$ cat src/rtl/lpm_pkg.sv
package lpm_pkg;

  typedef enum logic [2:0] {
    MS_RUN    = 3'd0,
    MS_WAIT   = 3'd1,
    MS_LPRUN  = 3'd2,
    MS_LPWAIT = 3'd3,
    MS_AHALT  = 3'd4,
    MS_HALT   = 3'd5
  } mode_code_e;

  typedef enum logic [3:0] {
    ST_RUN,
    ST_HOLD,
    ST_WAIT,
    ST_AHALT,
    ST_HALT,
    ST_LPRUN,
    ST_LPWAIT,
    ST_XREG,
    ST_XFLASH
  } seq_state_e;

  typedef struct packed {
    logic cpu;
    logic per;
    logic fpd;
    logic mvr;
    logic hsi;
    logic lsi;
  } pwr_ctl_t;

  // Visible mode code for each internal state; transient stages report
  // the mode they belong to.
  function automatic mode_code_e status_of(seq_state_e s);
    case (s)
      ST_WAIT:                     return MS_WAIT;
      ST_LPRUN, ST_XREG, ST_XFLASH: return MS_LPRUN;
      ST_LPWAIT:                   return MS_LPWAIT;
      ST_AHALT:                    return MS_AHALT;
      ST_HALT:                     return MS_HALT;
      default:                     return MS_RUN;
    endcase
  endfunction

  // Clock, regulator and flash controls for each internal state.
  function automatic pwr_ctl_t ctl_of(seq_state_e s, logic wait_fpd,
                                      logic ahalt_mvr, logic wdg_keep);
    pwr_ctl_t c;
    c = '{cpu: 1'b1, per: 1'b1, fpd: 1'b0, mvr: 1'b1, hsi: 1'b1, lsi: 1'b1};
    case (s)
      ST_HOLD:   c.cpu = 1'b0;
      ST_WAIT:   begin c.cpu = 1'b0; c.fpd = wait_fpd; end
      ST_LPRUN:  begin c.fpd = 1'b1; c.mvr = 1'b0; c.hsi = 1'b0; end
      ST_LPWAIT: begin c.cpu = 1'b0; c.fpd = 1'b1; c.mvr = 1'b0; c.hsi = 1'b0; end
      ST_XREG:   begin c.fpd = 1'b1; c.hsi = 1'b0; end
      ST_XFLASH: c.hsi = 1'b0;
      ST_AHALT:  begin
        c.cpu = 1'b0; c.per = 1'b0; c.fpd = 1'b1; c.mvr = ahalt_mvr; c.hsi = 1'b0;
      end
      ST_HALT:   begin
        c.cpu = 1'b0; c.per = 1'b0; c.fpd = 1'b1; c.mvr = 1'b0; c.hsi = 1'b0;
        c.lsi = wdg_keep;
      end
      default:   ;
    endcase
    return c;
  endfunction

endpackage

$ cat src/rtl/lpm_wake_sync.sv
module lpm_wake_sync #(
  parameter int NUM_WAKE = 4,
  parameter int STAGES   = 2
) (
  input  logic                clk,
  input  logic                rst_n,
  input  logic [NUM_WAKE-1:0] wake_async,
  output logic                wake_any
);
  localparam int LAST = STAGES - 1;

  logic [NUM_WAKE-1:0] synced;

  for (genvar w = 0; w < NUM_WAKE; w++) begin : g_line
    logic [STAGES-1:0] chain;
    always_ff @(posedge clk or negedge rst_n) begin
      if (!rst_n) chain <= '0;
      else begin
        chain[0] <= wake_async[w];
        for (int k = 1; k < STAGES; k++) chain[k] <= chain[k-1];
      end
    end
    assign synced[w] = chain[LAST];
  end

  assign wake_any = |synced;
endmodule

$ cat src/rtl/lpm_lag.sv
module lpm_lag #(
  parameter int DEPTH = 2
) (
  input  logic clk,
  input  logic rst_n,
  input  logic din,
  output logic dout
);
  logic [DEPTH-1:0] stg;

  always_ff @(posedge clk or negedge rst_n) begin
    if (!rst_n) stg <= '0;
    else begin
      stg[0] <= din;
      for (int k = 1; k < DEPTH; k++) stg[k] <= stg[k-1];
    end
  end

  assign dout = stg[DEPTH-1];
endmodule

$ cat src/rtl/lpm_halt_gate.sv
module lpm_halt_gate (
  input  logic clksw_busy,
  input  logic nvm_busy,
  input  logic rtcsw_busy,
  input  logic beep_busy,
  input  logic cfg_ahalt,
  input  logic cfg_beep_keep,
  output logic busy_any
);
  logic beep_counts;
  assign beep_counts = beep_busy & cfg_ahalt & cfg_beep_keep;
  assign busy_any    = clksw_busy | nvm_busy | rtcsw_busy | beep_counts;
endmodule

$ cat src/rtl/lpm_fsm.sv
module lpm_fsm import lpm_pkg::*; (
  input  logic       clk,
  input  logic       rst_n,
  input  logic       req_wfi,
  input  logic       req_wfe,
  input  logic       req_halt,
  input  logic       req_lprun,
  input  logic       req_lprun_exit,
  input  logic       isr_return,
  input  logic       irq_pending,
  input  logic       evt_in,
  input  logic       wake_any,
  input  logic       busy_any,
  input  logic       act_eff,
  input  logic       cfg_ahalt,
  input  logic       cfg_fast_wake,
  input  logic       user_clk_sel,
  input  logic       reg_ready,
  input  logic       flash_ready,
  output seq_state_e state,
  output logic       clk_hsi8,
  output logic       gie_set
);
  seq_state_e nxt;
  logic wfe_q, nxt_wfe;
  logic isr_q, nxt_isr;
  logic ret_halt_q, nxt_ret_halt;
  logic ret_wfe_q, nxt_ret_wfe;
  logic hsi8_set;

  always_comb begin
    nxt          = state;
    nxt_wfe      = wfe_q;
    nxt_isr      = isr_q;
    nxt_ret_halt = ret_halt_q;
    nxt_ret_wfe  = ret_wfe_q;
    hsi8_set     = 1'b0;
    case (state)
      ST_RUN: begin
        if (req_halt) begin
          nxt = ST_HOLD; nxt_isr = 1'b0;
        end else if (req_wfe) begin
          nxt = ST_WAIT; nxt_wfe = 1'b1; nxt_isr = 1'b0;
        end else if (req_wfi) begin
          nxt = ST_WAIT; nxt_wfe = 1'b0; nxt_isr = 1'b0;
        end else if (req_lprun && !isr_q) begin
          nxt = ST_LPRUN;
        end else if (isr_return && isr_q) begin
          nxt_isr = 1'b0;
          if (ret_wfe_q || act_eff) begin
            if (ret_halt_q) nxt = ST_HOLD;
            else begin
              nxt = ST_WAIT; nxt_wfe = ret_wfe_q;
            end
          end
        end
      end
      ST_HOLD: if (!busy_any) nxt = cfg_ahalt ? ST_AHALT : ST_HALT;
      ST_WAIT: begin
        if (wfe_q && evt_in) nxt = ST_RUN;
        else if (irq_pending) begin
          nxt = ST_RUN; nxt_isr = 1'b1; nxt_ret_halt = 1'b0; nxt_ret_wfe = wfe_q;
        end
      end
      ST_AHALT, ST_HALT: begin
        if (irq_pending || wake_any) begin
          nxt = ST_RUN; nxt_isr = 1'b1; nxt_ret_halt = 1'b1; nxt_ret_wfe = 1'b0;
          hsi8_set = cfg_fast_wake;
        end
      end
      ST_LPRUN: begin
        if (req_wfe) nxt = ST_LPWAIT;
        else if (req_lprun_exit) nxt = ST_XREG;
      end
      ST_LPWAIT: if (evt_in) nxt = ST_LPRUN;
      ST_XREG:   if (reg_ready) nxt = ST_XFLASH;
      ST_XFLASH: if (flash_ready) nxt = ST_RUN;
      default:   nxt = ST_RUN;
    endcase
  end

  always_ff @(posedge clk or negedge rst_n) begin
    if (!rst_n) begin
      state      <= ST_RUN;
      wfe_q      <= 1'b0;
      isr_q      <= 1'b0;
      ret_halt_q <= 1'b0;
      ret_wfe_q  <= 1'b0;
      clk_hsi8   <= 1'b1;
      gie_set    <= 1'b0;
    end else begin
      state      <= nxt;
      wfe_q      <= nxt_wfe;
      isr_q      <= nxt_isr;
      ret_halt_q <= nxt_ret_halt;
      ret_wfe_q  <= nxt_ret_wfe;
      gie_set    <= (nxt == ST_WAIT) && (state != ST_WAIT);
      if (hsi8_set) clk_hsi8 <= 1'b1;
      else if (user_clk_sel) clk_hsi8 <= 1'b0;
    end
  end
endmodule

$ cat src/rtl/lpm_pwr_decode.sv
module lpm_pwr_decode import lpm_pkg::*; (
  input  seq_state_e state,
  input  logic       cfg_wait_fpd,
  input  logic       cfg_ahalt_mvr,
  input  logic       cfg_wdg_keep,
  output pwr_ctl_t   ctl,
  output logic [2:0] status
);
  assign ctl    = ctl_of(state, cfg_wait_fpd, cfg_ahalt_mvr, cfg_wdg_keep);
  assign status = status_of(state);
endmodule

$ cat src/rtl/lpm_sequencer.sv
module lpm_sequencer import lpm_pkg::*; #(
  parameter int NUM_WAKE    = 4,
  parameter int SYNC_STAGES = 2,
  parameter int ACT_LAG     = 2
) (
  input  logic                clk,
  input  logic                rst_n,
  input  logic                req_wfi,
  input  logic                req_wfe,
  input  logic                req_halt,
  input  logic                req_lprun,
  input  logic                req_lprun_exit,
  input  logic                isr_return,
  input  logic                irq_pending,
  input  logic                evt_in,
  input  logic [NUM_WAKE-1:0] wake_in,
  input  logic                clksw_busy,
  input  logic                nvm_busy,
  input  logic                rtcsw_busy,
  input  logic                beep_busy,
  input  logic                cfg_ahalt,
  input  logic                cfg_beep_keep,
  input  logic                cfg_fast_wake,
  input  logic                cfg_wait_fpd,
  input  logic                cfg_ahalt_mvr,
  input  logic                cfg_wdg_keep,
  input  logic                cfg_act_level,
  input  logic                user_clk_sel,
  input  logic                reg_ready,
  input  logic                flash_ready,
  output logic                cpu_clk_en,
  output logic                per_clk_en,
  output logic                flash_pd,
  output logic                mvr_en,
  output logic                hsi_en,
  output logic                lsi_en,
  output logic                clk_hsi8,
  output logic                gie_set,
  output logic [2:0]          mode_status
);
  // Named internal events, visible to the bound checker.
  logic       wake_any;
  logic       busy_any;
  logic       act_eff;
  seq_state_e cur_state;
  pwr_ctl_t   ctl;

  lpm_wake_sync #(.NUM_WAKE(NUM_WAKE), .STAGES(SYNC_STAGES)) u_sync (
    .clk(clk), .rst_n(rst_n), .wake_async(wake_in), .wake_any(wake_any)
  );

  lpm_lag #(.DEPTH(ACT_LAG)) u_act (
    .clk(clk), .rst_n(rst_n), .din(cfg_act_level), .dout(act_eff)
  );

  lpm_halt_gate u_gate (
    .clksw_busy(clksw_busy), .nvm_busy(nvm_busy), .rtcsw_busy(rtcsw_busy),
    .beep_busy(beep_busy), .cfg_ahalt(cfg_ahalt), .cfg_beep_keep(cfg_beep_keep),
    .busy_any(busy_any)
  );

  lpm_fsm u_fsm (
    .clk(clk), .rst_n(rst_n),
    .req_wfi(req_wfi), .req_wfe(req_wfe), .req_halt(req_halt),
    .req_lprun(req_lprun), .req_lprun_exit(req_lprun_exit),
    .isr_return(isr_return), .irq_pending(irq_pending), .evt_in(evt_in),
    .wake_any(wake_any), .busy_any(busy_any), .act_eff(act_eff),
    .cfg_ahalt(cfg_ahalt), .cfg_fast_wake(cfg_fast_wake),
    .user_clk_sel(user_clk_sel), .reg_ready(reg_ready), .flash_ready(flash_ready),
    .state(cur_state), .clk_hsi8(clk_hsi8), .gie_set(gie_set)
  );

  lpm_pwr_decode u_dec (
    .state(cur_state), .cfg_wait_fpd(cfg_wait_fpd), .cfg_ahalt_mvr(cfg_ahalt_mvr),
    .cfg_wdg_keep(cfg_wdg_keep), .ctl(ctl), .status(mode_status)
  );

  assign cpu_clk_en = ctl.cpu;
  assign per_clk_en = ctl.per;
  assign flash_pd   = ctl.fpd;
  assign mvr_en     = ctl.mvr;
  assign hsi_en     = ctl.hsi;
  assign lsi_en     = ctl.lsi;
endmodule

$ cat config.mk
export PLATFORM = sky130hd
export DESIGN_NAME = lpm_sequencer
export DESIGN_NICKNAME = d
export VERILOG_FILES = /design/src/rtl/lpm_pkg.sv /design/src/rtl/lpm_wake_sync.sv /design/src/rtl/lpm_lag.sv /design/src/rtl/lpm_halt_gate.sv /design/src/rtl/lpm_fsm.sv /design/src/rtl/lpm_pwr_decode.sv /design/src/rtl/lpm_sequencer.sv
export SDC_FILE = /design/constraint.sdc
export NUM_CORES = 1
export LEC_CHECK = 0
export BUFFER_PORTS_ARGS = -buffer_cell sky130_fd_sc_hd__buf_4
export CORE_ASPECT_RATIO = 0.9
export CORE_MARGIN = 4
export CORE_UTILIZATION = 48
export CTS_BUF_LIST = sky130_fd_sc_hd__clkbuf_16
export CTS_CLUSTER_SIZE = 20
export DETAILED_ROUTE_END_ITERATION = 8
export GPL_ROUTABILITY_DRIVEN = 0
export PLACE_DENSITY_LB_ADDON = 0.08
export SETUP_SLACK_MARGIN = 0.15
export SLEW_MARGIN = 10
export SYNTH_ARGS = -nofsm -noshare
export SYNTH_HDL_FRONTEND = slang
export SYNTH_SLANG_ARGS = --single-unit
export TNS_END_PERCENT = 5
$ cat constraint.sdc
create_clock -name clk -period 5.1 [get_ports clk]
set_input_delay 0.255 -clock clk [delete_from_list [all_inputs] [get_ports clk]]
set_output_delay 0.255 -clock clk [all_outputs]
set_load 0.02 [all_outputs]
Word-level counts from Yosys, hierarchy flattened
Index checks and enable logic that the tools add are counted.
{ "totals": {"register_bits": 20} }
{ "classes": {"n_eq_ne": 17, "n_mux": 51, "bitwise": 6, "n_reduce_logical": 23} }
{ "ops": {"columns": ["op", "count"], "rows": [
  ["$mux 4", 15],
  ["$pmux 4 s8", 1],
  ["$mux 1", 27],
  ["$eq 4x3->1 const B", 4],
  ["$pmux 3 s5", 1],
  ["$eq 4x2->1 const B", 3],
  ["$reduce_and 6->1", 2],
  ["$reduce_or 5->1", 2],
  ["$reduce_bool 3->1", 3],
  ["$pmux 1 s2", 4],
  ["$ne 3x3->1 const B", 2],
  ["$reduce_or 3->1", 2],
  ["$reduce_or 6->1", 1],
  ["$ne 5x4->1 const B", 1],
  ["$ne 5x5->1 const B", 1],
  ["$eq 4x1->1 const B", 1],
  ["$eq 4x4->1 const B", 1],
  ["$logic_and 1x1->1", 4],
  ["$logic_not 4->1", 1],
  ["$ne 2x2->1 const B", 2],
  ["$ne 4x2->1 const B", 1],
  ["$reduce_and 4->1", 1],
  ["$reduce_bool 2->1", 2],
  ["$reduce_or 4->1", 1],
  ["10 further kinds", 14]
]} }

Depth between registers and ports, before layout
Gate-level depths: netlist of run 1.
{ "logic_depth": {"word_depth": 10, "ltp_mapped": 6, "ltp_nobuf": 5} }

Modules after synthesis
A second synthesis of run 1 with hierarchy kept.
{ "unflattened": {"cells_unflattened": 119, "hier_area_um2": 1147.4} }
{ "modules_own_cells": {"columns": ["mod", "n_inst", "cells_per_inst", "area_per_inst_um2", "seq_area_each_um2"], "rows": [
  ["lpm_fsm", 1, 80, 700.7, 251.5],
  ["lpm_wake_sync", 1, 9, 207.7, 200.2],
  ["lpm_pwr_decode", 1, 25, 170.2, 0.0],
  ["lpm_lag", 1, 2, 50.0, 50.0],
  ["lpm_halt_gate", 1, 3, 18.8, 0.0]
]} }

Least setup slack after synthesis of run 1
OpenSTA, ideal clock, no wires.
{ "synth_timing": {"kind": "register to register", "start": "register u_fsm.state[3]", "end": "register u_fsm.state[2]", "setup_ns": 0.126, "arrival_time_ns": 1.865, "required_ns": 4.974, "slack_ns": 3.109, "stages_incl_launch_ff": 7, "path_buffers": 1, "cell_sequence": "dfrtp_1 -> buf_2 -> nor2b_1 -> a21oi_1 -> inv_1 -> a22o_1 -> a221o_1"} }
{ "synth_via": {"elab_chain_len": 3, "elab_cells_between_ends": 11, "cone_classes": "8 x eq/ne; 1 x mux; 2 x reduce/logical"} }
{ "synth_lines": {"columns": ["element", "line_no", "rtl"], "rows": [
  ["from (decl)", "lpm_fsm.sv:20", "output seq_state_e state,"],
  ["from (signal assigned)", "lpm_fsm.sv:92", "state <= nxt;"],
  ["$eq 4x2->1 / $eq 4x3->1 (equally long branches)", "lpm_fsm.sv:38", "case (state)"],
  ["$reduce_or 2->1 (no source line)", null, null],
  ["$pmux 4 s8 (*)", "lpm_fsm.sv:38", null],
  ["via u_fsm.nxt[2]", "lpm_fsm.sv:24", "seq_state_e nxt;"]
]} }
The timed path passes the listed nets; every way through them passes the cells marked *.
A chain may end at the register's enable or synchronous reset.

Worst setup path in the final report of run 1
{ "layout_timing": {"start": "register u_fsm.state[0]", "end": "output port lsi_en"} }
{ "layout_via": {"elab_chain_len": 2} }
{ "layout_lines": {"columns": ["element", "line_no", "rtl"], "rows": [
  ["$eq 4x3->1", "lpm_pkg.sv:51", "case (s)"],
  ["$mux 1", "lpm_pkg.sv:51", null],
  ["to (decl)", "lpm_sequencer.sv:36", "output logic lsi_en,"]
]} }
No other way between the ends.

==> results of run 1 <==
==> flip-flops by register name (all words and copies together) (netlist names) <==
signal               count
u_sync.g_line.chain      8
u_fsm.state              4
u_act.stg                2
u_fsm.clk_hsi8           1
u_fsm.gie_set            1
u_fsm.isr_q              1
u_fsm.ret_halt_q         1
u_fsm.ret_wfe_q          1
u_fsm.wfe_q              1
==> cells in the mapped netlist <==
master,number
sky130_fd_sc_hd__nor4bb_1,1
sky130_fd_sc_hd__a22oi_1,1
sky130_fd_sc_hd__or4b_1,1
sky130_fd_sc_hd__o2111a_1,1
sky130_fd_sc_hd__nor4b_1,1
sky130_fd_sc_hd__a211oi_1,1
sky130_fd_sc_hd__and3_1,2
sky130_fd_sc_hd__a22o_1,3
sky130_fd_sc_hd__dfrtp_1,19
sky130_fd_sc_hd__a31o_2,2
sky130_fd_sc_hd__nand3b_1,1
sky130_fd_sc_hd__o31ai_1,2
sky130_fd_sc_hd__a221o_1,1
sky130_fd_sc_hd__inv_1,9
sky130_fd_sc_hd__nand3_1,3
sky130_fd_sc_hd__dfstp_2,1
sky130_fd_sc_hd__nor2_1,8
sky130_fd_sc_hd__and4_1,1
sky130_fd_sc_hd__a2bb2oi_1,1
sky130_fd_sc_hd__a21boi_0,1
sky130_fd_sc_hd__a2111oi_1,1
sky130_fd_sc_hd__buf_2,1
sky130_fd_sc_hd__nand2_1,4
sky130_fd_sc_hd__nor2b_1,2
sky130_fd_sc_hd__or4_1,3
sky130_fd_sc_hd__o2111ai_1,2
sky130_fd_sc_hd__nor3b_1,1
sky130_fd_sc_hd__nor4_1,2
sky130_fd_sc_hd__o311a_1,1
sky130_fd_sc_hd__or2_2,2
sky130_fd_sc_hd__a21oi_1,4
sky130_fd_sc_hd__a211o_1,1
sky130_fd_sc_hd__clkbuf_1,3
sky130_fd_sc_hd__o21ai_0,9
sky130_fd_sc_hd__or4b_2,1
sky130_fd_sc_hd__nor3_1,2
sky130_fd_sc_hd__o211ai_1,2
sky130_fd_sc_hd__nand2b_1,2
sky130_fd_sc_hd__o32ai_1,1
==> worst max-delay path by stage <==
stage                             start                       end  slack (ns)
6_report       u_fsm.state[0]$_DFF_PN0_                    lsi_en        2.93
5_1_grt        u_fsm.state[0]$_DFF_PN0_                    lsi_en        2.85
4_1_cts        u_fsm.state[0]$_DFF_PN0_                    lsi_en        2.94
3_5_place_dp   u_fsm.state[1]$_DFF_PN0_  u_fsm.state[1]$_DFF_PN0_        3.10
3_3_place_gp   u_fsm.state[1]$_DFF_PN0_  u_fsm.state[1]$_DFF_PN0_        3.17
2_1_floorplan  u_fsm.state[3]$_DFF_PN0_  u_fsm.state[2]$_DFF_PN0_        3.11
==> placed cells by master (no fill, tap or decap), drive strengths merged, types with 2 or more instances in the layout <==
cell     instances
buf             38
dfrtp           19
inv             10
o21ai            9
nor2             8
a21oi            4
nand2            4
nand3            3
or4              3
a22o             3
clkbuf           3
nand2b           2
nor2b            2
nor3             2
or2              2
nor4             2
o211ai           2
and3             2
o2111ai          2
o31ai            2
a31o             2
or4b             2
==> logic make-up (layout without fill, tap and decap cells) <==
family	Yosys count	count (layout)	share of synthesized area, %
and+or+nand+nor	37	37	21.4
AOI/OAI and AO/OA	34	34	24.3
buffers and inverters	13	52	4.93
DFF	20	20	49.4
==> per-layer routing <==
| layer | share of wire [%] | wire length (microns) | track usage (%) | up-vias |
|---|---|---|---|---|
| li1 | - | - | - | 472 |
| met1 | 43 | 1110 | 22.4 | 446 |
| met2 | 46 | 1190 | 30.0 | 52 |
| met3 | 9.3 | 240 | 4.96 | 7 |
| met4 | 1.7 | 45 | 7.11 | 0 |
| met5 | 0 | 0 | 0 | - |
==> timing repair <==
action | CTS | global route
endpoints found under the setup margin | 0 | 0
hold endpoints to repair | 19 | 0
gates resized for setup | 0 | 0
hold buffers | 1 | 0
==> report_power, final <==
| part | internal, W | switching [W] |
|---|---|---|
| registers | 0.000195 | 0.0000520 |
| logic | 0.000140 | 0.000168 |
| clock network | 0.000104 | 0.0000528 |
| total | 0.000439 | 0.000273 |
==> metrics by stage <==
step	hold slack, ns	util [%]
6_report	0.112	71.3
2_1_floorplan	-0.0406	-
5_1_grt	0.107	71.3
4_1_cts	0.109	71.3
3_3_place_gp	0.142	66.8
3_5_place_dp	0.145	66.8
==> worst max-delay path: cells and delay by family (launching register included) <==
kind | cells | cell delay [ns]
simple gates | 2 | 1.00
buf+inv | 1 | 0.16
flops | 1 | 0.51
==> final cells by class <==
| cell class | instances | area [sq um] |
|---|---|---|
| Timing Repair Buffer | 39 | 295 |
| Fill cell | 163 | 566 |
| Clock buffer | 3 | 75.1 |
| Inverter | 9 | 33.8 |
| Tap cell | 25 | 31.3 |
| Sequential cell | 20 | 502 |
| Multi-Input combinational cell | 71 | 464 |
| Clock inverter | 1 | 3.75 |
==> qor.txt, run 1 <==
HP Class - in -> reg
netlist area before placement - 1020 sq um
Unique masters post-synth - 39
deepest level of the CTS H-tree - 1
Clock Sinks - 20
number of setup buffers added after CTS - 0
GRT Residual Overflow - 0
die span in y - 51.6 microns
Leak - 0.656 nW
Fmax achieved - 461 MHz
Synth-to-Final Area Change - 38.3%
worst-case register-to-register setup slack - 3.07 ns
cell count of the worst reg-to-reg path - 4
fraction of layout instances using a drive strength above 1 - 32.9%
CP Capture Type - output port
Total Neg Setup Slack - 0 ns
capture point of the worst reg-to-reg path - u_fsm.ret_wfe_q$_DFFE_PN0P_
hold-critical path endpoint - u_act.stg[0]$_DFF_PN0_
worst supply voltage drop on vdd - 0.000389 V
clk slew on worst S/H paths - 0.05 ns
syn_nets - 132
area of the die - 2920 sq um
remaining antenna violation count after routing - 0
cell taking the most area after synthesis - sky130_fd_sc_hd__dfrtp_1
power density over the cells - 507 nW/um^2
total number of yosys warnings - 0
vias per inst - 5.82
ordered list of cells on the worst path - or4b_2, or2_2, buf_4
Hold Path Depth - 1
GRT Util Overall - 18.1%
Syn Inst Count - 104
Port Buffer Count - 38
worst path arrival time - 1.91 ns
I/O pin count - 39
category of the critical setup timing path - reg -> out
Final Critical Period - 2.17 ns
detailed placement HPWL - 1880 microns
WL final - 2590 microns
transition time at the pin with the least slew margin - 0.667 ns
top cells by area, synth - sky130_fd_sc_hd__dfrtp_1 (47%), sky130_fd_sc_hd__o21ai_0 (4.4%), sky130_fd_sc_hd__inv_1 (3.3%)
startpoint of the lowest-slack register-to-register path - u_fsm.state[0]$_DFF_PN0_
total DRC errors in the routed layout - 0
Std-Cell Core Area - 1970 sq um
DP Area - 1320 sq um
final design area excluding fillers - 1410 sq um
total power consumption of the routed design - 0.000712 W
site row count - 15
clock tree from TritonCTS - yes
result of the run - finished clean
peak fanout along the critical path - 15
sequential-to-total area share from yosys stat - 49.4%
pin count of the biggest net entering global routing - 21
critical path's largest stage delay - 0.71 ns
count of TritonRoute iterations in the first routing pass - 4
nature of the critical path startpoint - register
mean post-synth cell area - 9.77 sq um
via count of the first global-routing pass - 893
DRC violation total after the first TritonRoute iteration - 37
origin of the worst min-delay path - cfg_act_level
final-report setup violation count - 0
final max-slew violation count - 0
number of standard cells in the final layout excluding fillers - 168
Tcrit/Tclk final - 42.5%
unrepaired setup endpoints after global routing - no
crit path setup slack, layout - 2.93 ns
antenna diode instance count - 0
worst-case setup slack after placement - 3.10 ns
endpoints failing hold - 0
clock latency of the later-clocked register in the worst-skew pair - 0.25 ns
fin nets - 172
MaxCap Viol Count - 0
antenna violations before repair - 0
Die W - 56.5 microns
first-pass GRT wire length - 4050 microns
maximum buffer depth of the clock tree - 2
Initial Util - 51.6%
total clock buffers created by CTS - 3
clock root buffer - sky130_fd_sc_hd__clkbuf_16
placed insts - 163
fraction of post-synthesis cell area in the top cell type by area - 46.8%
Worst Clk Skew - 0.00239 ns
Critical Path RT - 4.85 ns
average wire length per cell after detail routing - 15.4 microns
total vias in the final route - 977
crit path max-delay cell type - sky130_fd_sc_hd__or4b_2
synthesized flop and latch total - 20
Slew HR - 55.4%
No activity file was read; power rests on OpenSTA's default activity.
==> run 2: changes to the inputs <==
CORE_UTILIZATION = 47   (was 48)
clock period = 2.15 ns   (was 5.1 ns; I/O delays follow)
==> qor.txt, run 2 (synthesis results as in run 1) <==
result of the run - finished clean
clock root buffer - sky130_fd_sc_hd__clkbuf_16
clk slew on worst S/H paths - 0.05 ns (about the same)
Port Buffer Count - 38 (unchanged)
Total Neg Setup Slack - 0 ns (unchanged)
first-pass GRT wire length - 4490 microns (+11%)
nature of the critical path startpoint - register
endpoints failing hold - 0 (unchanged)
remaining antenna violation count after routing - 0 (unchanged)
clock tree from TritonCTS - yes
Tcrit/Tclk final - 89.9%
final hold slack - 0.0715 ns (-0.0407 ns)
area used by sequential logic in the layout - 502 sq um (unchanged)
average wire length per cell after detail routing - 14.4 microns (-6.6%)
Top Registers - u_sync.g_line.chain: 8 flops, u_fsm.state: 4 flops, u_act.stg: 2 flops
final-report setup violation count - 0 (unchanged)
Die W - 57.0 microns (+0.91%)
number of inserted filler cells in the final layout - 139 (-15%)
final design area excluding fillers - 1530 sq um (+8.8%)
worst path arrival time - 1.83 ns (-0.08 ns)
total vias in the final route - 1022 (+4.6%)
total clock buffers created by CTS - 3 (unchanged)
most frequent cells in the layout - sky130_fd_sc_hd__buf_4 (46), sky130_fd_sc_hd__dfrtp_1 (19), sky130_fd_sc_hd__inv_1 (10)
category of the critical setup timing path - reg -> out
HP Class - in -> reg
deepest level of the CTS H-tree - 1 (unchanged)
crit path to - lsi_en
Final Critical Period - 1.93 ns
I/O pin count - 39 (unchanged)
count of TritonRoute iterations in the first routing pass - 4 (unchanged)
power density over the cells - 1180 nW/um^2 (+130%)
site row count - 15 (unchanged)
worst-case register-to-register setup slack - 0.24 ns (-2.83 ns)
startpoint of the lowest-slack register-to-register path - u_fsm.state[3]$_DFF_PN0_
detailed placement HPWL - 1870 microns (-0.37%)
Leak - 0.725 nW (+10%)
Synth-to-Final Area Change - 50.5%
Worst Clk Skew - 0.00325 ns (+0.000857 ns)
WL final - 2620 microns (+1.2%)
pin count of the biggest net entering global routing - 21 (unchanged)
GRT Residual Overflow - 0 (unchanged)
final max-slew violation count - 0 (unchanged)
flip-flop count of the largest register, all copies and words added - 8 (unchanged)
area occupied by multi-input gates - 467 sq um (+0.54%)
capture point of the worst reg-to-reg path - u_fsm.state[1]$_DFF_PN0_
worst supply voltage drop on vdd - 0.000987 V (+150%)
peak fanout along the critical path - 15 (unchanged)
clock latency of the later-clocked register in the worst-skew pair - 0.25 ns (about the same)
unrepaired setup endpoints after global routing - yes
die span in y - 52.1 microns (+0.89%)
CP Capture Type - output port
cell count of the worst reg-to-reg path - 4 (unchanged)
area of the die - 2970 sq um (+1.8%)
fin nets - 186 (+8.1%)
Fmax achieved - 517 MHz
DRC violation total after the first TritonRoute iteration - 18 (-51%)
placed insts - 167 (+2.5%)
transition time at the pin with the least slew margin - 0.517 ns (-0.151 ns)
DP Area - 1350 sq um (+2.3%)
Std-Cell Core Area - 1990 sq um (+0.95%)
vias per inst - 5.62 (-3.4%)
Slew HR - 65.5% (+10 points)
GRT Util Overall - 19.7% (+1.6 points)
most common cell after layout, fill and taps aside - sky130_fd_sc_hd__buf_4
Clock Sinks - 20 (unchanged)
antenna violations before repair - 0 (unchanged)
Critical Path Source - u_fsm.state[1]$_DFF_PN0_
number of standard cells in the final layout excluding fillers - 182 (+8.3%)
register containing the most flip-flops in the final layout - u_sync.g_line.chain
fraction of layout instances using a drive strength above 1 - 35.7% (+2.8 points)
via count of the first global-routing pass - 978 (+9.5%)
maximum buffer depth of the clock tree - 2 (unchanged)
Initial Util - 51.1% (-0.49 points)
antenna diode instance count - 0 (unchanged)
MaxCap Viol Count - 0 (unchanged)
Critical Path RT - 2.04 ns (-2.81 ns)
total DRC errors in the routed layout - 0 (unchanged)
==> run 2: cell type report <==
cell class	instances	share of cell area, %
clock buffers	3	4.91
flip-flops and latches	20	32.8
inverters	9	2.21
repair buffers	53	27.3
well taps	25	2.05
multi-input cells	71	30.5
clock inverters	1	0.245
==> run 2: worst min path at each step <==
stage	depth (start not counted)	start	endpoint	slack, ns
floorplan	0	rst_n	u_act.stg[0]$_DFF_PN0_	-0.19
global placement	1	rst_n	u_sync.g_line[1].chain[0]$_DFF_PN0_	-0.008
detailed placement	1	rst_n	u_sync.g_line[0].chain[0]$_DFF_PN0_	-0.008
CTS	2	flash_ready	u_fsm.state[3]$_DFF_PN0_	0.07
global route	2	flash_ready	u_fsm.state[3]$_DFF_PN0_	0.08
finish	2	flash_ready	u_fsm.state[3]$_DFF_PN0_	0.07
==> run 2: repair_timing <==
item / 4_1_cts / 5_1_grt
hold endpoints to repair: 25 / 0
endpoints found under the setup margin: 1 / 3
gates resized for setup: 1 / 1
hold buffers: 6 / 0
setup buffers: 1 / 4
==> run 2: routing by layer <==
metal  vias up  part of all wire (%)  global-route usage [%]
li1        502                     -                       -
met1       481                    45                    26.0
met4         0                  0.80                    8.11
met3         2                   6.5                    3.72
met5         -                     0                       0
met2        37                    47                    31.7
==> run 2: power breakdown <==
| part | internal (W) | switching [W] | leakage (nW) | total (W) |
|---|---|---|---|---|
| clock network | 0.000247 | 0.000120 | 0.0423 | 0.000367 |
| registers | 0.000464 | 0.0000582 | 0.241 | 0.000522 |
| logic | 0.000435 | 0.000487 | 0.441 | 0.000922 |
| total | 0.00115 | 0.000665 | 0.725 | 0.00181 |
==> run 2: worst max-delay path: stages, from the launching register on <==
cell and delay, ns:
sky130_fd_sc_hd__dfrtp_1 0.37, sky130_fd_sc_hd__buf_4 0.18, sky130_fd_sc_hd__or4b_2 0.63, sky130_fd_sc_hd__or2_4 0.24, sky130_fd_sc_hd__buf_4 0.15
==> run 2: stage by stage <==
stage | power, W | util, % | setup slack (ns)
after floorplan | 0.00102 | - | 0.159
after global placement | 0.00134 | 67.7 | 0.286
after detailed placement | 0.00134 | 67.7 | 0.262
after CTS | 0.00175 | 75.2 | 0.162
after global routing | 0.00192 | 76.9 | 0.115
final | 0.00181 | 76.9 | 0.217
==> run 3: changes to the inputs <==
ABC_AREA = 1   (was not set)
CORE_UTILIZATION = 48   (was 47)
MAX_ROUTING_LAYER = met4   (was not set)
==> qor.txt, run 3 <==
Critical Path RT - 2.04 ns (about the same)
clock latency of the later-clocked register in the worst-skew pair - 0.25 ns (about the same)
site row count - 16 (+1)
placed insts - 212 (+27%)
ordered list of cells on the worst path - inv_1, nand2_1, nor2_2, inv_1, o21ai_0, buf_4
Total Neg Setup Slack - 0 ns (unchanged)
Worst Clk Skew - 0.00374 ns (+0.000487 ns)
fraction of post-synthesis cell area in the top cell type by area - 43.9% (-2.9 points)
final design area excluding fillers - 1540 sq um (+0.41%)
Tcrit/Tclk final - 77.2% (-13 points)
I/O pin count - 39 (unchanged)
GRT Util Overall - 19.8% (+0.13 points)
maximum buffer depth of the clock tree - 2 (unchanged)
result of the run - finished clean
cell count of the worst reg-to-reg path - 7 (+3)
peak fanout along the critical path - 8 (-7)
top cells by area, synth - sky130_fd_sc_hd__dfrtp_1 (44%), sky130_fd_sc_hd__nand2_1 (14%), sky130_fd_sc_hd__inv_1 (9.0%)
unrepaired setup endpoints after global routing - no
worst-case register-to-register setup slack - 0.70 ns (+0.46 ns)
Clock Sinks - 20 (unchanged)
relative contribution of sequential cells to total power - 29.7% (+0.9 points)
number of flops mapped to enable cells by yosys - 0 (unchanged)
worst supply voltage drop on vdd - 0.000975 V (-1.3%)
crit path max-delay cell type - sky130_fd_sc_hd__dfrtp_1
cell taking the most area after synthesis - sky130_fd_sc_hd__dfrtp_1
DRC violation total after the first TritonRoute iteration - 42 (+24)
average wire length per cell after detail routing - 11.6 microns (-20%)
die span in y - 53.0 microns (+1.8%)
clock share of power - 20.3% (about the same)
sequential-to-total area share from yosys stat - 46.4% (-3.0 points)
Critical Path Source - u_fsm.state[0]$_DFF_PN0_
capture point of the worst reg-to-reg path - u_fsm.ret_wfe_q$_DFFE_PN0P_
crit path to - mode_status[0]
Fmax achieved - 603 MHz (+17%)
net switching power - 0.000777 W (+17%)
total vias in the final route - 1062 (+3.9%)
flip-flop count of the largest register, all copies and words added - 8 (unchanged)
via count of the first global-routing pass - 1042 (+6.5%)
most instantiated cells after synthesis - sky130_fd_sc_hd__nand2_1 (40), sky130_fd_sc_hd__inv_1 (26), sky130_fd_sc_hd__dfrtp_1 (19), sky130_fd_sc_hd__nor2_1 (19), sky130_fd_sc_hd__o21ai_0 (9)
area of the die - 3080 sq um (+3.7%)
main flop type after synthesis - sky130_fd_sc_hd__dfrtp_1
clk slew on worst S/H paths - 0.06 ns (about the same)
final-report setup violation count - 0 (unchanged)
count of TritonRoute iterations in the first routing pass - 4 (unchanged)
register containing the most flip-flops in the final layout - u_sync.g_line.chain
syn_nets - 176 (+33%)
total number of yosys warnings - 0 (unchanged)
total DRC errors in the routed layout - 0 (unchanged)
Top Registers - u_sync.g_line.chain: 8 flops, u_fsm.state: 4 flops, u_act.stg: 2 flops
antenna violations before repair - 0 (unchanged)
Initial Util - 50.1% (-1.0 points)
remaining antenna violation count after routing - 0 (unchanged)
DP Area - 1400 sq um (+3.7%)
GRT Residual Overflow - 0 (unchanged)
Port Buffer Count - 38 (unchanged)
clock tree from TritonCTS - yes
total clock buffers created by CTS - 3 (unchanged)
deepest level of the CTS H-tree - 1 (unchanged)
most frequent cell on the critical path - sky130_fd_sc_hd__inv_1
synthesized flop and latch total - 20 (unchanged)
design internal power - 0.00109 W (-4.8%)
number of setup buffers added after CTS - 0 (-1)
worst path arrival time - 1.55 ns (-0.28 ns)
vias per inst - 4.78 (-15%)
final hold slack - 0.0214 ns (-0.0500 ns)
post-route core utilization - 71.0% (-5.8 points)
Final Critical Period - 1.66 ns (-0.274 ns)
Unique masters post-synth - 21 (-46%)
antenna diode instance count - 0 (unchanged)
HP Class - in -> reg
startpoint of the lowest-slack register-to-register path - u_fsm.state[0]$_DFF_PN0_
most common cell after layout, fill and taps aside - sky130_fd_sc_hd__nand2_1
Std-Cell Core Area - 2160 sq um (+8.7%)
first-pass GRT wire length - 4400 microns (-2.0%)
most frequently used cell type in the post-synthesis netlist - sky130_fd_sc_hd__nand2_1
clock root buffer - sky130_fd_sc_hd__clkbuf_16
critical path's largest stage delay - 0.47 ns (-0.16 ns)
Syn Inst Count - 148 (+42%)
Synth-to-Final Area Change - 41.8%
most frequent cells in the layout - sky130_fd_sc_hd__nand2_1 (40), sky130_fd_sc_hd__buf_4 (38), sky130_fd_sc_hd__inv_1 (27)
mean post-synth cell area - 7.31 sq um (-25%)
combinational share of power - 50.0% (-0.9 points)
nature of the critical path startpoint - register
fin nets - 224 (+20%)
pin count of the biggest net entering global routing - 21 (unchanged)
detailed placement HPWL - 2000 microns (+6.8%)
final max-slew violation count - 0 (unchanged)
ys async rst share - 100% (unchanged)
Die W - 58.1 microns (+1.8%)
CP Capture Type - output port
number of buffers inserted for hold repair after clock tree synthesis - 6 (unchanged)
Slew HR - 80.7% (+15 points)
switching power share of the total - 41.6% (+4.9 points)
netlist area before placement - 1080 sq um (+6.5%)
transition time at the pin with the least slew margin - 0.288 ns (-0.229 ns)
Leak - 0.829 nW (+14%)
WL final - 2570 microns (-1.9%)
MaxCap Viol Count - 0 (unchanged)
category of the critical setup timing path - reg -> out
fraction of layout instances using a drive strength above 1 - 27.7% (-8.0 points)
endpoints failing hold - 0 (unchanged)
number of standard cells in the final layout excluding fillers - 222 (+22%)
number of instances resized during post-cts repair - 0 (-1)
power density over the cells - 1220 nW/um^2 (+2.7%)
[run 3: cell type report]
cell class / instances / area, sq um
fill: 172 / 627
clock inverter: 1 / 3.75
timing repair buffer: 44 / 345
clock buffer: 3 / 75.1
sequential: 20 / 502
tap: 27 / 33.8
multi-input combinational: 100 / 474
inverter: 27 / 101
[run 3: worst min path at each step]
stage	from	to	slack (ns)	cells after the start
4_1_cts	user_clk_sel	u_fsm.clk_hsi8$_DFFE_PN1P_	0.02	2
2_1_floorplan	rst_n	u_act.stg[0]$_DFF_PN0_	-0.19	0
6_report	user_clk_sel	u_fsm.clk_hsi8$_DFFE_PN1P_	0.02	2
3_3_place_gp	rst_n	u_fsm.state[3]$_DFF_PN0_	0.0007	1
5_1_grt	user_clk_sel	u_fsm.clk_hsi8$_DFFE_PN1P_	0.03	2
3_5_place_dp	rst_n	u_fsm.state[3]$_DFF_PN0_	0.004	1
[run 3: kinds of logic after synthesis]
kind of cell	share of synthesized area [%]
compound gates	8.67
buf+inv	9.83
flops	46.4
simple gates	35.1
[run 3: stage by stage]
stage	total power [W]	setup slack, ns
6_report	0.00187	0.491
3_3_place_gp	0.00148	0.731
2_1_floorplan	0.00117	0.791
3_5_place_dp	0.00149	0.706
5_1_grt	0.00201	0.380
4_1_cts	0.00188	0.498
[run 3: layer usage]
metal,global-route usage [%],wire length (microns),vias up
met5,-,0,-
met3,3.90,149,4
li1,-,-,550
met1,21.9,1040,481
met2,35.3,1350,27
met4,7.72,38,0
[run 3: worst max-delay path: cells and delay by family, from the launching register on]
kind / cells / cell delay [ns]
compound gates: 1 / 0.10
buf+inv: 3 / 0.44
flops: 1 / 0.47
simple gates: 2 / 0.29
[run 3: power groups by stage]
stage	clock, W	sequential [W]	combinational, W
floorplan	0	0.000545	0.000620
global placement	0	0.000556	0.000928
detailed placement	0	0.000559	0.000929
CTS	0.000383	0.000553	0.000943
global route	0.000402	0.000569	0.00104
finish	0.000379	0.000555	0.000934
